**src/rtl/keyvault_pkg.sv**
```systemverilog
package keyvault_pkg;
    localparam int WORD_W = 32;
    typedef logic [WORD_W-1:0] word_t;

    localparam word_t CRC_POLY = 32'h82F63B78;

    // byte offsets of the register window
    localparam int OFF_STATUS = 'h00;
    localparam int OFF_CTRL   = 'h04;
    localparam int OFF_PGM    = 'h08;
    localparam int OFF_CRC    = 'h0C;
    localparam int OFF_KEY0   = 'h10;
    localparam int OFF_SLVERR = 'h34;
    localparam int OFF_ISR    = 'h38;
    localparam int OFF_IMR    = 'h3C;
    localparam int OFF_IER    = 'h40;
    localparam int OFF_IDR    = 'h44;
    localparam int OFF_LOCK   = 'h4C;

    // status bit positions
    localparam int ST_PGM  = 0;
    localparam int ST_ZERO = 4;
    localparam int ST_DONE = 8;
    localparam int ST_PASS = 9;

    // fold one 32-bit word into a reflected CRC-32C remainder
    function automatic word_t crc_step(word_t c, word_t w);
        word_t r;
        r = c ^ w;
        for (int b = 0; b < WORD_W; b++) begin
            r = r[0] ? ((r >> 1) ^ CRC_POLY) : (r >> 1);
        end
        return r;
    endfunction
endpackage

```
**src/rtl/keyvault_crc.sv**
```systemverilog
module keyvault_crc
    import keyvault_pkg::*;
#(
    parameter int NKEY = 8
) (
    input  logic                        clk,
    input  logic                        rst_n,
    input  logic                        start_i,
    input  logic [NKEY-1:0][WORD_W-1:0] keys_i,
    output logic                        fin_o,
    output word_t                       sum_o
);
    localparam int IDX_W = $clog2(NKEY + 1);
    localparam int SEL_W = (NKEY > 1) ? $clog2(NKEY) : 1;

    typedef struct packed {
        logic             busy;
        logic [IDX_W-1:0] idx;
        word_t            crc;
    } eng_t;

    eng_t  eng_d, eng_q;
    word_t cur_word;
    logic [SEL_W-1:0] sel;
    logic  last;

    always_comb begin
        // index 0 is the leading all-zero word
        sel      = SEL_W'(eng_q.idx - IDX_W'(1));
        cur_word = (eng_q.idx == '0) ? '0 : keys_i[sel];
        last     = eng_q.busy && (eng_q.idx == IDX_W'(NKEY));
        eng_d    = eng_q;
        if (start_i) begin
            eng_d.busy = 1'b1;
            eng_d.idx  = '0;
            eng_d.crc  = '0;
        end else if (eng_q.busy) begin
            eng_d.crc = crc_step(eng_q.crc, cur_word);
            if (last) begin
                eng_d.busy = 1'b0;
            end else begin
                eng_d.idx = eng_q.idx + IDX_W'(1);
            end
        end
    end

    always_ff @(posedge clk) begin
        if (!rst_n) begin
            eng_q <= '0;
        end else begin
            eng_q <= eng_d;
        end
    end

    assign fin_o = last;
    assign sum_o = ~crc_step(eng_q.crc, cur_word);

    AST_CRC_FIN_SINGLE: assert property (@(posedge clk) disable iff (!rst_n)
        fin_o |=> !fin_o);

    AST_CRC_START_BUSY: assert property (@(posedge clk) disable iff (!rst_n)
        start_i |=> (eng_q.busy && !fin_o));
endmodule

```
**src/rtl/keyvault_irq.sv**
```systemverilog
module keyvault_irq #(
    parameter int IRQ_W = 1
) (
    input  logic             clk,
    input  logic             rst_n,
    input  logic [IRQ_W-1:0] set_i,
    input  logic [IRQ_W-1:0] clr_i,
    input  logic [IRQ_W-1:0] unmask_i,
    input  logic [IRQ_W-1:0] mask_i,
    output logic [IRQ_W-1:0] isr_o,
    output logic [IRQ_W-1:0] imr_o,
    output logic             irq_o
);
    typedef struct packed {
        logic [IRQ_W-1:0] isr;
        logic [IRQ_W-1:0] imr;
    } irq_t;

    irq_t irq_d, irq_q;

    always_comb begin
        irq_d     = irq_q;
        irq_d.isr = (irq_q.isr & ~clr_i) | set_i;
        irq_d.imr = (irq_q.imr & ~unmask_i) | mask_i;
    end

    always_ff @(posedge clk) begin
        if (!rst_n) begin
            irq_q.isr <= '0;
            irq_q.imr <= '1;
        end else begin
            irq_q <= irq_d;
        end
    end

    assign isr_o = irq_q.isr;
    assign imr_o = irq_q.imr;
    assign irq_o = |(irq_q.isr & ~irq_q.imr);

    AST_UNMASK_TAKES: assert property (@(posedge clk) disable iff (!rst_n)
        ((unmask_i != '0) && (mask_i == '0)) |=> ((imr_o & $past(unmask_i)) == '0));

    AST_SET_PENDS: assert property (@(posedge clk) disable iff (!rst_n)
        (set_i != '0) |=> ((isr_o & $past(set_i)) == $past(set_i)));
endmodule

```
**src/rtl/keyvault_ctrl.sv**
```systemverilog
module keyvault_ctrl
    import keyvault_pkg::*;
#(
    parameter int    ADDR_W  = 8,
    parameter int    NKEY    = 8,
    parameter int    IRQ_W   = 1,
    parameter bit    AUX_WO  = 1'b0,
    parameter word_t PGM_KEY = 32'h757BDF0D
) (
    input  logic              clk,
    input  logic              por_n,
    input  logic              rst_n,
    input  logic              req_valid,
    input  logic              req_write,
    input  logic [ADDR_W-1:0] req_addr,
    input  logic [WORD_W-1:0] req_wdata,
    output logic [WORD_W-1:0] rsp_rdata,
    output logic              rsp_err,
    output logic              irq
);
    localparam int OFF_AUX = OFF_KEY0 + 4 * NKEY;
    localparam int KIDX_W  = (NKEY > 1) ? $clog2(NKEY) : 1;

    // state that only power-on reset touches
    typedef struct packed {
        logic [NKEY-1:0][WORD_W-1:0] keys;
        word_t                       aux;
        logic                        pgm;
        logic                        lock;
    } ret_t;

    // state returned to defaults by either reset
    typedef struct packed {
        logic  zeroized;
        logic  done;
        logic  pass;
        logic  slv_en;
        word_t ref_sum;
    } ctl_t;

    ret_t ret_d, ret_q;
    ctl_t ctl_d, ctl_q;

    logic sys_rst_n;
    logic wr, aligned, mapped;
    logic hit_status, hit_ctrl, hit_pgm, hit_crc, hit_aux, hit_slverr;
    logic hit_isr, hit_imr, hit_ier, hit_idr, hit_lock, key_hit;
    logic [KIDX_W-1:0] key_idx;
    logic zap, crc_go, crc_fin;
    word_t crc_sum;
    logic [IRQ_W-1:0] isr, imr, isr_clr, ier_w, idr_w;

    assign sys_rst_n = por_n & rst_n;
    assign wr        = req_valid && req_write;
    assign aligned   = (req_addr[1:0] == 2'b00);

    assign hit_status = (req_addr == ADDR_W'(OFF_STATUS));
    assign hit_ctrl   = (req_addr == ADDR_W'(OFF_CTRL));
    assign hit_pgm    = (req_addr == ADDR_W'(OFF_PGM));
    assign hit_crc    = (req_addr == ADDR_W'(OFF_CRC));
    assign hit_aux    = (req_addr == ADDR_W'(OFF_AUX));
    assign hit_slverr = (req_addr == ADDR_W'(OFF_SLVERR));
    assign hit_isr    = (req_addr == ADDR_W'(OFF_ISR));
    assign hit_imr    = (req_addr == ADDR_W'(OFF_IMR));
    assign hit_ier    = (req_addr == ADDR_W'(OFF_IER));
    assign hit_idr    = (req_addr == ADDR_W'(OFF_IDR));
    assign hit_lock   = (req_addr == ADDR_W'(OFF_LOCK));
    assign key_hit    = aligned && (req_addr >= ADDR_W'(OFF_KEY0))
                                && (req_addr <  ADDR_W'(OFF_AUX));
    assign key_idx    = KIDX_W'((req_addr - ADDR_W'(OFF_KEY0)) >> 2);

    assign mapped = hit_status | hit_ctrl | hit_pgm | hit_crc | key_hit | hit_aux
                  | hit_slverr | hit_isr | hit_imr | hit_ier | hit_idr | hit_lock;

    assign rsp_err = req_valid && !mapped && ctl_q.slv_en;
    assign zap     = wr && hit_ctrl && req_wdata[0];
    assign crc_go  = wr && hit_crc && ret_q.pgm;
    assign isr_clr = (wr && hit_isr) ? req_wdata[IRQ_W-1:0] : '0;
    assign ier_w   = (wr && hit_ier) ? req_wdata[IRQ_W-1:0] : '0;
    assign idr_w   = (wr && hit_idr) ? req_wdata[IRQ_W-1:0] : '0;

    always_comb begin
        ret_d = ret_q;
        ctl_d = ctl_q;

        if (wr && key_hit && ret_q.pgm) begin
            ret_d.keys[key_idx] = req_wdata;
            if (req_wdata != '0) ctl_d.zeroized = 1'b0;
        end
        if (wr && hit_aux && ret_q.pgm && !ret_q.lock) begin
            ret_d.aux = req_wdata;
            if (AUX_WO && (req_wdata != '0)) ctl_d.zeroized = 1'b0;
        end
        if (wr && hit_pgm && (req_wdata == PGM_KEY)) begin
            ret_d.pgm = 1'b1;
        end
        if (wr && hit_lock && req_wdata[0] && !AUX_WO) begin
            ret_d.lock = 1'b1;
        end
        if (wr && hit_slverr) begin
            ctl_d.slv_en = req_wdata[0];
        end
        if (zap) begin
            ret_d.keys = '0;
            if (AUX_WO) ret_d.aux = '0;
            ctl_d.zeroized = 1'b1;
        end
        if (crc_go) begin
            ctl_d.done    = 1'b0;
            ctl_d.pass    = 1'b0;
            ctl_d.ref_sum = req_wdata;
        end
        if (crc_fin) begin
            ctl_d.done = 1'b1;
            ctl_d.pass = (crc_sum == ctl_q.ref_sum);
        end
    end

    always_comb begin
        rsp_rdata = '0;
        if (hit_status) begin
            rsp_rdata[ST_PGM]  = ret_q.pgm;
            rsp_rdata[ST_ZERO] = ctl_q.zeroized;
            rsp_rdata[ST_DONE] = ctl_q.done;
            rsp_rdata[ST_PASS] = ctl_q.pass;
        end
        if (hit_aux && !AUX_WO) rsp_rdata = ret_q.aux;
        if (hit_slverr)         rsp_rdata[0] = ctl_q.slv_en;
        if (hit_isr)            rsp_rdata[IRQ_W-1:0] = isr;
        if (hit_imr)            rsp_rdata[IRQ_W-1:0] = imr;
        if (hit_lock)           rsp_rdata[0] = ret_q.lock;
    end

    always_ff @(posedge clk) begin
        if (!por_n) begin
            ret_q <= '0;
        end else begin
            ret_q <= ret_d;
        end
    end

    always_ff @(posedge clk) begin
        if (!sys_rst_n) begin
            ctl_q <= '0;
        end else begin
            ctl_q <= ctl_d;
        end
    end

    keyvault_crc #(.NKEY(NKEY)) u_crc (
        .clk     (clk),
        .rst_n   (sys_rst_n),
        .start_i (crc_go),
        .keys_i  (ret_q.keys),
        .fin_o   (crc_fin),
        .sum_o   (crc_sum)
    );

    keyvault_irq #(.IRQ_W(IRQ_W)) u_irq (
        .clk      (clk),
        .rst_n    (sys_rst_n),
        .set_i    (IRQ_W'(rsp_err)),
        .clr_i    (isr_clr),
        .unmask_i (ier_w),
        .mask_i   (idr_w),
        .isr_o    (isr),
        .imr_o    (imr),
        .irq_o    (irq)
    );

    AST_PGM_STICKY: assert property (@(posedge clk) disable iff (!por_n)
        ret_q.pgm |=> ret_q.pgm);

    AST_LOCK_STICKY: assert property (@(posedge clk) disable iff (!por_n)
        ret_q.lock |=> ret_q.lock);

    AST_KEYS_GATED: assert property (@(posedge clk) disable iff (!por_n)
        (!ret_q.pgm && !zap) |=> $stable(ret_q.keys));

    AST_DONE_FROM_ENGINE: assert property (@(posedge clk) disable iff (!sys_rst_n)
        $rose(ctl_q.done) |-> $past(crc_fin));

    AST_ZAP_FLAGS: assert property (@(posedge clk) disable iff (!sys_rst_n)
        zap |=> (ctl_q.zeroized && (ret_q.keys == '0)));

    AST_ERR_PENDS: assert property (@(posedge clk) disable iff (!sys_rst_n)
        rsp_err |=> isr[0]);
endmodule

```
**config.mk**
```make
export PLATFORM = sky130hd
export DESIGN_NAME = keyvault_ctrl
export DESIGN_NICKNAME = d
export VERILOG_FILES = /design/src/rtl/keyvault_pkg.sv /design/src/rtl/keyvault_crc.sv /design/src/rtl/keyvault_irq.sv /design/src/rtl/keyvault_ctrl.sv
export SDC_FILE = /design/constraint.sdc
export NUM_CORES = 1
export LEC_CHECK = 0
export ABC_CLOCK_PERIOD_IN_PS = 9260
export BUFFER_PORTS_ARGS = -buffer_cell sky130_fd_sc_hd__buf_2
export CAP_MARGIN = 10
export CORE_ASPECT_RATIO = 0.6
export CORE_MARGIN = 2
export CORE_UTILIZATION = 52
export DETAILED_ROUTE_END_ITERATION = 8
export HOLD_SLACK_MARGIN = 0.12
export PLACE_DENSITY = 0.69
export SLEW_MARGIN = 5
export SYNTH_ARGS = -nofsm -noshare
export SYNTH_HDL_FRONTEND = slang
export SYNTH_HIERARCHICAL = 1
export SYNTH_SLANG_ARGS = --single-unit
```
**constraint.sdc**
```tcl
create_clock -name clk -period 9.26 [get_ports clk]
set_clock_uncertainty 0.05 [all_clocks]
set_input_delay 0.463 -clock clk [delete_from_list [all_inputs] [get_ports clk]]
set_output_delay 0.463 -clock clk [all_outputs]
set_load 0.05 [all_outputs]
```
== Word-level counts from Yosys, hierarchy flattened ==
Cells that the tools add are included.

* Register bits: 365
* Logic and storage cells: 194

* Add/sub/neg operators: 3
* Order comparisons: 5
* Equality and inequality tests: 13
* Multiplexer cells: 58
* Bitwise operators: 57
* Reduce and logical (&&, ||, !) cells: 37

{| class="wikitable"
|+ Operators with widths
! kind !! number
|-
| $mux W32 || 36
|-
| $not A16 Y17 || 32
|-
| $bwmux W256 || 1
|-
| $bmux W32 S3 || 1
|-
| $demux W32 S3 || 1
|-
| $mux W37 || 2
|-
| $eq A32 B31 Y1 const B || 1
|-
| $eq A32 B32 Y1 || 1
|-
| $eq A8 B6 Y1 const B || 4
|-
| $not A32 Y32 || 1
|-
| $reduce_bool A32 Y1 || 1
|-
| $xor A32 B32 Y32 || 1
|-
| $eq A8 B7 Y1 const B || 3
|-
| $logic_and A1 B1 Y1 || 24
|-
| $eq A8 B4 Y1 const B || 2
|-
| $mux W1 || 13
|-
| $or A1 B1 Y1 || 13
|-
| $eq A8 B3 Y1 const B || 1
|-
| $ge A8 B5 Y1 const B || 1
|-
| $logic_not A8 Y1 || 1
|-
| $lt A3 B4 Y1 const B || 2
|-
| $lt A8 B6 Y1 const B || 1
|-
| $mux W2 || 3
|-
| $not A1 Y1 || 6
|-
| 13 further kinds || 21
|}

== Longest topological paths before layout ==
Gate-level depths: netlist (run 1).

* Depth in word-level cells: 72
* Depth in mapped cells: 33
* Mapped depth without buffers: 21

== Hierarchy ==
The synthesis (run 1) kept the hierarchy.

{| class="wikitable"
|+ Modules (own cells, without submodules)
! module !! times used !! cells each !! area each (µm²) !! seq. area each (µm²)
|-
| keyvault_ctrl || 1 || 1603 || 12388.1 || 6526.3
|-
| keyvault_crc || 1 || 711 || 7830.0 || 740.7
|-
| keyvault_irq || 1 || 7 || 81.3 || 40.0
|}

== Worst setup path after synthesis (run 1) ==
No wires, ideal clock.

* Path kind: register to register
* Start: register u_crc/eng_q[32] (netlist bit)
* End: register ctl_q[33] (netlist bit)
* Setup time: 74 ps
* Arrival time: 7943 ps
* Path slack: 1193 ps
* Cell stages (with the launch flop): 27
* Buffers on the path: 6
* Clock period less this slack: 8067 ps
* Cell sequence: dfxtp_1 > buf_2 > inv_2 > buf_2 > buf_1 > ha_1 > buf_2 > buf_4 > buf_4 > mux2_2 > o221ai_1 > xor2_1 > xnor2_1 > xnor3_2 > xnor3_1 > xnor3_2 > xnor3_1 > xnor3_2 > xor3_1 > xnor2_1 > xnor3_1 > xnor2_1 > xor2_1 > nor4_1 > nand4_1 > or4_1 > o21ai_0

* Elaborated cells on any way between the ends: 76
* Classes of those cells: 1 x add/sub; 2 x eq/ne; 36 x mux; 34 x bitwise; 3 x reduce/logical

{| class="wikitable"
|+ RTL lines
! item !! RTL line !! source
|-
| from (decl) || keyvault_crc.sv:22 || <nowiki>eng_t eng_d, eng_q;</nowiki>
|-
| from (signal assigned) || keyvault_crc.sv:51 || <nowiki>eng_q <= eng_d;</nowiki>
|-
| $sub A3 B1 Y3 (*) || keyvault_crc.sv:29 || <nowiki>sel = SEL_W'(eng_q.idx - IDX_W'(1));</nowiki>
|-
| net u_crc.sel[0] || keyvault_crc.sv:24 || <nowiki>logic [SEL_W-1:0] sel;</nowiki>
|-
| $bmux W32 S3 (*) || keyvault_crc.sv:30 || <nowiki>cur_word = (eng_q.idx == '0) ? '0 : keys_i[sel];</nowiki>
|-
| $mux W32 (implied by the code) (*) || keyvault_crc.sv:30 ||
|-
| $mux W32 (*) || keyvault_crc.sv:30 ||
|-
| $xor A32 B32 Y32 (*) || keyvault_pkg.sv:29 || <nowiki>r = c ^ w;</nowiki>
|-
| $not A16 Y17 (no line) || - ||
|-
| $mux W32 (*) (2 in series) || keyvault_pkg.sv:31 || <nowiki>r = r[0] ? ((r >> 1) ^ CRC_POLY) : (r >> 1);</nowiki>
|-
| [42 not listed] || - ||
|-
| $not A16 Y17 (no line) || - ||
|-
| $mux W32 (*) || keyvault_pkg.sv:31 ||
|-
| $not A16 Y17 (no line) || - ||
|-
| $mux W32 (*) (3 in series) || keyvault_pkg.sv:31 ||
|-
| $not A32 Y32 (*) || keyvault_crc.sv:56 || <nowiki>assign sum_o = ~crc_step(eng_q.crc, cur_word);</nowiki>
|-
| net crc_sum[1] || keyvault_ctrl.sv:50 || <nowiki>word_t crc_sum;</nowiki>
|-
| $eq A32 B32 Y1 (*) || keyvault_ctrl.sv:115 || <nowiki>ctl_d.pass = (crc_sum == ctl_q.ref_sum);</nowiki>
|-
| $mux W2 (*) || keyvault_ctrl.sv:113 || <nowiki>if (crc_fin) begin</nowiki>
|-
| to (signal assigned) || keyvault_ctrl.sv:146 || <nowiki>ctl_q <= ctl_d;</nowiki>
|-
| to (decl) || keyvault_ctrl.sv:42 || <nowiki>ctl_t ctl_d, ctl_q;</nowiki>
|}

The timed path passes the listed nets; every way through them passes the cells marked *. The select of a mux whose other input is x is not followed.
A chain may end at the register's enable or synchronous reset.

== Final worst setup path (run 1) ==
* Start: register u_crc/eng_q[33] (netlist bit)
* End: register ctl_q[33] (netlist bit)

* Elaborated cells on any way between the ends: 76
* Classes of those cells: 1 x add/sub; 2 x eq/ne; 36 x mux; 34 x bitwise; 3 x reduce/logical

{| class="wikitable"
|+ RTL lines
! item !! RTL line
|-
| $sub A3 B1 Y3 || keyvault_crc.sv:29
|-
| $bmux W32 S3 || keyvault_crc.sv:30
|-
| $mux W32 (implied by the code) || keyvault_crc.sv:30
|-
| $mux W32 (*) || keyvault_crc.sv:30
|-
| $xor A32 B32 Y32 (*) || keyvault_pkg.sv:29
|-
| $not A16 Y17 (no line) || -
|-
| $mux W32 (*) || keyvault_pkg.sv:31
|-
| $not A16 Y17 (no line) or $mux W32 (tied branches) || -
|-
| [42 not listed] || -
|-
| $not A16 Y17 (no line) || -
|-
| $mux W32 (*) || keyvault_pkg.sv:31
|-
| $not A16 Y17 (no line) || -
|-
| $mux W32 (*) (3 in series) || keyvault_pkg.sv:31
|-
| $not A32 Y32 (*) || keyvault_crc.sv:56
|-
| net crc_sum[1] || keyvault_ctrl.sv:50
|-
| $eq A32 B32 Y1 (*) || keyvault_ctrl.sv:115
|-
| $mux W2 (*) || keyvault_ctrl.sv:113
|}

Marks and branches as above.

==> flow_metrics.env, run 1 <==
export IMPL_tns_ns=0
export IMPL_nets=2350
export IMPL_final_area_mm2=0.0221
export IMPL_h_tree_depth=2
export IMPL_ir_drop_uv=121
export IMPL_crit_path_cell_trace="inv_1 -> ha_4 -> xor2_4 -> buf_4 -> mux4_2 -> o221ai_1 -> xor2_1 -> xnor3_1 -> xnor2_1 -> xnor3_1 -> xnor3_2 -> xnor3_1 -> xnor3_2 -> xor3_1 -> xnor2_1 -> xnor3_1 -> xnor2_1 -> buf_4 -> xor2_1 -> nor4_1 -> nand4_1 -> or4_1 -> o21ai_0"
export IMPL_grt_pass1_vias=15800
export IMPL_max_cap_violations=0
export IMPL_syn_area_mm2=0.0203
export IMPL_fin_crit_sh_pct=91.9
export IMPL_worst_slew_pin_slew_ns=1.19
export IMPL_ys_ff_latch=365
export IMPL_leakage_nw=7.88
export IMPL_syn_inst=2321
export IMPL_cp_slowest_cell="xor2_1"
export IMPL_die_width_um=259
export IMPL_power_total_mw=3.17
export IMPL_cts_tree="built"
export IMPL_cts_buffer_depth=3
export IMPL_min_path_type="in2reg"
export IMPL_drive_above_1_share_pct=12.6
export IMPL_hold_viol_final=0
export IMPL_route_vias_total=17000
export IMPL_drc=0
export IMPL_startpoint_type="flop"
export IMPL_postCtsSetupBuffers=0
export IMPL_row_count=56
export IMPL_die_area_mm2=0.0407
export IMPL_die_h_um=157
export IMPL_ys_warn_count=6
export IMPL_path_max_fanout=11
export IMPL_arrival_ns=8.92
export IMPL_power_density_mw_per_mm2=143
export IMPL_max_stage_delay_ns=0.75
export IMPL_start_util_pct=52.4
export IMPL_dp_cells=2787
export IMPL_cp_end_kind="flop"
export IMPL_first_iter_violations=2224
export IMPL_final_max_slew_violation_count=0
export IMPL_ys_dominant_reg_cell="dfxtp_1"
export IMPL_synth_async_sr_flop_share_pct=0
export IMPL_crit_top_cell="xnor3_1"
export IMPL_grt_pass1_wl_um=100000
export IMPL_antenna_cells=0
export IMPL_clock_latency_ns=0.55
export IMPL_dpl_hpwl_um=45600
export IMPL_antenna_left=0
export IMPL_cts_sinks=365
export IMPL_synth_yosys_seq_area_share_pct=36.0
export IMPL_cp_required_ns=9.67
export IMPL_drtPass1Iterations=6
export IMPL_place_gp_congestion=0.968
export IMPL_wl_per_cell_um=23.4
export IMPL_timing_fmax_mhz=118
export IMPL_synth_avg_cell_area_um2=8.75
export IMPL_synth_edff_count=0
export IMPL_via_per_inst=5.97
export IMPL_num_io_pins=79
export IMPL_placed_area_mm2=0.0209
export IMPL_gr_total_overflow=0
export IMPL_cts_root_buf="clkbuf_16"
export IMPL_rsz0062_at_grt="false"
export IMPL_path_class="reg2reg"
export IMPL_grt_max_degree=106
export IMPL_stdcell_count=2848
export IMPL_numCtsBuffers=35
export IMPL_port_buffers=78
export IMPL_areaGrowthSynthToFinish_pct=8.96
export IMPL_coreArea_mm2=0.0387
export IMPL_cts_clk_slew_worst_paths_ns=0.07
export IMPL_finalWirelength_um=66600
export IMPL_track_usage_pct=32.8
export IMPL_status="finished, final reports clean"
export IMPL_cts_resized=0
export IMPL_grt_antenna_before_repair=0
export IMPL_hold_buffers=0
export IMPL_max_slew_margin_rel_pct=20.9
export IMPL_period_minus_slack_ns=8.51
export IMPL_synth_cell_types=65
export IMPL_synth_net_count=2369
export IMPL_setup_viol=0
-- power by group --
part           internal [mW]  total [mW]  switching [mW]
registers               1.57        1.57      0.00000640
clock network          0.873        1.51           0.638
logic                 0.0153      0.0906          0.0753
total                   2.46        3.17           0.714
-- routing by layer --
layer | global-route usage, % | vias up | routed length (um)
met5 | 0 | - | 0
met4 | 9.08 | 0 | 1630
met3 | 12.2 | 116 | 9230
met2 | 44.7 | 945 | 26300
met1 | 47.9 | 8278 | 29400
li1 | - | 7667 | -
-- state kept, by name, indices dropped and copies added (netlist names) --
register     count
u_crc/eng_q     37
u_irq/imr_o      1
u_irq/isr_o      1
ctl_q           36
ret_q          290
-- cell type report --
cell class / count / area (um2)
repair buffers: 125 / 743
clock inverters: 9 / 164
inverters: 16 / 60.1
multi-input cells: 1759 / 12200
clock buffers: 52 / 1010
fillers: 3402 / 16600
flip-flops and latches: 365 / 7310
well taps: 522 / 653
-- worst max-delay path: cells and delay by family (launching register included) --
family                   cells  cell delay, ns
AO/OA/AOI/OAI                2            0.45
XOR/XNOR                    13            5.32
adder cells (fa/ha/maj)      1            0.19
buffers and inverters        3            0.57
flip-flops                   1            0.38
multiplexers                 1            0.52
AND/OR/NAND/NOR              3            0.92
-- worst paths after layout --
path                                   to  depth (start not counted)  slack, ns                          from
setup / recovery   ctl_q[33]$_SDFFE_PN0P_                         23       0.75  u_crc/eng_q[33]$_SDFFE_PP0P_
hold / removal    ret_q[242]$_SDFFE_PP0P_                          3       0.24                 req_wdata[16]
setup reg to reg   ctl_q[33]$_SDFFE_PN0P_                         23       0.75  u_crc/eng_q[33]$_SDFFE_PP0P_
hold reg to reg    ret_q[22]$_SDFFE_PN0P_                          2       0.40        ret_q[22]$_SDFFE_PN0P_
-- synthesized netlist by cell type, types with 4 or more instances --
master,count,share of area (%)
inv_1,15,0.28
xor2_1,77,3.3
buf_1,6,0.11
o21ai_0,23,0.57
mux2_2,19,1.1
nand2_1,690,13
buf_6,9,0.50
nor4_1,17,0.52
xnor3_2,6,0.70
xor2_2,5,0.40
nor2_1,36,0.67
nor3_1,9,0.22
buf_2,60,1.5
a21boi_1,15,0.55
nand4_1,13,0.40
xnor2_1,204,8.8
o221ai_2,4,0.30
o22ai_1,5,0.15
buf_4,6,0.22
a21oi_1,324,8.0
and2_1,34,1.0
clkbuf_1,100,1.8
nand2b_1,5,0.15
xnor2_2,9,0.72
nor2b_1,7,0.22
or2_2,8,0.25
or3_1,7,0.22
mux4_2,40,4.4
a21boi_0,18,0.67
a31oi_1,15,0.46
mux2i_1,33,1.6
dfxtp_1,365,36
or4_1,5,0.18
o221ai_1,5,0.22
xor3_1,4,0.47
xnor3_1,68,7.5
nand3_1,10,0.25
-- through the flow --
| step | util (%) | setup WS (ns) | hold slack, ns |
|---|---|---|---|
| final | 57.1 | 0.751 | 0.238 |
| after global routing | 57.1 | 0.452 | 0.229 |
| after CTS | 57.1 | 0.797 | 0.215 |
| after detailed placement | 54.0 | 0.830 | 0.393 |
| after global placement | 54.0 | 0.845 | 0.386 |
| after floorplan | - | 1.19 | 0.380 |
-- cell families (layout without fill, tap and decap cells) --
| kind of cell | count (synthesis) | in the layout | share of synthesized area [%] |
|---|---|---|---|
| adders and majority gates | 3 | 3 | 0.185 |
| and+or+nand+nor | 852 | 852 | 17.4 |
| buffers and inverters | 197 | 202 | 4.46 |
| xor gates and xnor gates | 381 | 381 | 23.0 |
| muxes | 92 | 92 | 7.12 |
| DFF | 365 | 365 | 36.0 |
| AOI/OAI and AO/OA | 431 | 431 | 11.8 |
-- layout by cell type (no fill, tap or decap), types with 16 or more instances in the layout --
master / Yosys / routed
a21boi_0: 18 / 18
a21oi_1: 324 / 324
and2_1: 34 / 34
buf_2: 60 / 78
buf_4: 6 / 47
clkbuf_16: 0 / 36
dfxtp_1: 365 / 364
mux2_2: 19 / 19
mux2i_1: 33 / 33
mux4_2: 40 / 40
nand2_1: 690 / 689
nor2_1: 36 / 30
nor4_1: 17 / 16
o21ai_0: 23 / 23
xnor2_1: 204 / 203
xnor3_1: 68 / 68
xor2_1: 77 / 76
Note: power is estimated with default switching activity, not from simulation.
==> run 2: changes to the inputs <==
Settings changed: ABC_CLOCK_PERIOD_IN_PS 9260 to 6930, CTS_CLUSTER_SIZE set to 28, PLACE_DENSITY 0.69 to 0.72.
Clock period 9.26 ns to 6.93 ns, I/O delays scaled along.
==> flow_metrics.env, run 2 (synthesis gave the netlist of run 1 again) <==
export IMPL_status="finished with violations"
export IMPL_violations="setup timing"
export IMPL_p_comb_share_pct=3.2
export IMPL_startpoint_type="flop"
export IMPL_row_count=56
export IMPL_antenna_left=0
export IMPL_leakage_nw=9.22
export IMPL_start_util_pct=52.4
export IMPL_die_h_um=157
export IMPL_finalWirelength_um=70400
export IMPL_numCtsBuffers=31
export IMPL_worst_slew_pin_slew_ns=1.18
export IMPL_cp_required_ns=7.42
export IMPL_via_per_inst=5.90
export IMPL_cp_buffers_inverters=5
export IMPL_h_tree_depth=1
export IMPL_track_usage_pct=33.6
export IMPL_grt_pass1_vias=17000
export IMPL_port_buffers=78
export IMPL_clock_latency_ns=0.61
export IMPL_nets=2567
export IMPL_cts_buffer_depth=3
export IMPL_top_register="ret_q"
export IMPL_cts_sinks=365
export IMPL_fin_crit_sh_pct=101
export IMPL_cp_slowest_cell="mux4_2"
export IMPL_drc=0
export IMPL_cp_end_kind="flop"
export IMPL_grt_max_degree=257
export IMPL_crit_family="XOR/XNOR gates"
export IMPL_wl_per_cell_um=22.9
export IMPL_ir_drop_uv=218
export IMPL_dpl_hpwl_um=47500
export IMPL_layout_commonest_cell="nand2_1"
export IMPL_max_cap_violations=0
export IMPL_timing_fmax_mhz=143
export IMPL_areaGrowthSynthToFinish_pct=22.5
export IMPL_cts_root_buf="clkbuf_16"
export IMPL_period_minus_slack_ns=6.97
export IMPL_internal_power_mw=3.13
export IMPL_r2r_worst_path_cells=25
export IMPL_pwr_share_clk_pct=45.3
export IMPL_cts_clk_slew_worst_paths_ns=0.08
export IMPL_reg_largest_list="ret_q (290), u_crc/eng_q (37), ctl_q (36)"
export IMPL_max_slew_margin_rel_pct=21.0
export IMPL_place_gp_congestion=1.04
export IMPL_path_class="reg2reg"
export IMPL_holdPathStages=5
export IMPL_drtPass1Iterations=6
export IMPL_drive_above_1_share_pct=23.5
export IMPL_switchingPower_mw=0.946
export IMPL_holdWs_ns=0.150
export IMPL_layout_common_cells="nand2_1, dfxtp_1, a21oi_1"
export IMPL_power_density_mw_per_mm2=164
export IMPL_grt_pass1_wl_um=104000
export IMPL_power_sequential_fraction_pct=51.5
export IMPL_min_path_type="in2reg"
export IMPL_setup_viol=1
export IMPL_cts_tree="built"
export IMPL_coreArea_mm2=0.0387
export IMPL_dpl_worst_slack_ns=-0.167
export IMPL_largest_reg_flops=290
export IMPL_arrival_ns=7.46
export IMPL_gr_total_overflow=0
export IMPL_r2r_slack_ns=-0.04
export IMPL_grt_antenna_before_repair=0
export IMPL_layout_setup_ws_ns=-0.0414
export IMPL_num_io_pins=79
export IMPL_route_vias_total=18100
export IMPL_first_iter_violations=2560
export IMPL_cp_depth=25
export IMPL_die_width_um=259
export IMPL_path_max_fanout=6
export IMPL_max_stage_delay_ns=0.52
export IMPL_die_area_mm2=0.0407
export IMPL_swShare_pct=23.2
export IMPL_final_max_slew_violation_count=0
export IMPL_hold_viol_final=0
## run 2: cell types whose count changed in the layout (fill, tap and decap cells not counted), sizes merged
cell,delta
diode,+2
buf,+193
dlygate4sd3,+27
clkbuf,-10
clkinvlp,+4
inv,-1
clkinv,+6
bufinv,-1
## run 2: worst paths after layout
kind | endpoint | startpoint
worst min register to register | ret_q[18]$_SDFFE_PN0P_ | ret_q[18]$_SDFFE_PN0P_
worst max register to register | ctl_q[33]$_SDFFE_PN0P_ | u_crc/eng_q[32]$_SDFFE_PP0P_
worst max-delay path | ctl_q[33]$_SDFFE_PN0P_ | u_crc/eng_q[32]$_SDFFE_PP0P_
worst min-delay path | ctl_q[32]$_SDFFE_PN0P_ | req_write
## run 2: layout make-up
cell class | count | area, um2
multi-input combinational | 1759 | 13100
timing repair buffer | 346 | 2640
fill | 3121 | 13900
antenna | 2 | 5.00
sequential | 365 | 7310
clock inverter | 17 | 200
inverter | 16 | 67.6
clock buffer | 41 | 863
tap | 522 | 653
## run 2: tightest hold or removal path, cell delays in order
cell and delay, ns:
buf_2 0.11, nand2_1 0.05, nor3_1 0.06, mux2i_1 0.11, nor2_1 0.08
## run 2: layer usage
| layer | vias up | wire length, um | track usage (%) | part of all wire [%] |
|---|---|---|---|---|
| li1 | 8111 | - | - | - |
| met1 | 8817 | 30400 | 49.6 | 43 |
| met2 | 1044 | 28300 | 45.8 | 40 |
| met3 | 142 | 9710 | 11.8 | 14 |
| met4 | 0 | 2010 | 9.58 | 2.9 |
| met5 | - | 0 | 0 | 0 |
## run 2: through the flow
| step | setup TNS, ns | area (um2) | total power, mW | std cells | util, % |
|---|---|---|---|---|---|
| floorplan | -0.00105 | 20700 | 2.21 | 2321 | - |
| finish | -0.0414 | 24900 | 4.07 | 3068 | 64.2 |
| global route | -0.206 | 24900 | 4.18 | 3066 | 64.2 |
| detailed placement | -0.167 | 22400 | 2.26 | 2920 | 57.7 |
| CTS | 0 | 23700 | 4.07 | 3007 | 61.3 |
| global placement | -0.00111 | 22400 | 2.26 | 2920 | 57.7 |
## run 2: repair_timing
action	4_1_cts	5_1_grt
gates resized for setup	3	95
setup endpoints to repair	1	1
setup buffers	2	60
hold endpoints to repair	244	0
hold buffers	27	0
pin swaps	3	66
## run 2: power by group through the flow
| stage | sequential [mW] | clock [mW] | combinational [mW] |
|---|---|---|---|
| after floorplan | 2.14 | 0 | 0.0633 |
| after global placement | 2.14 | 0 | 0.112 |
| after detailed placement | 2.14 | 0 | 0.113 |
| after CTS | 2.10 | 1.85 | 0.125 |
| after global routing | 2.09 | 1.95 | 0.137 |
| final | 2.10 | 1.84 | 0.132 |
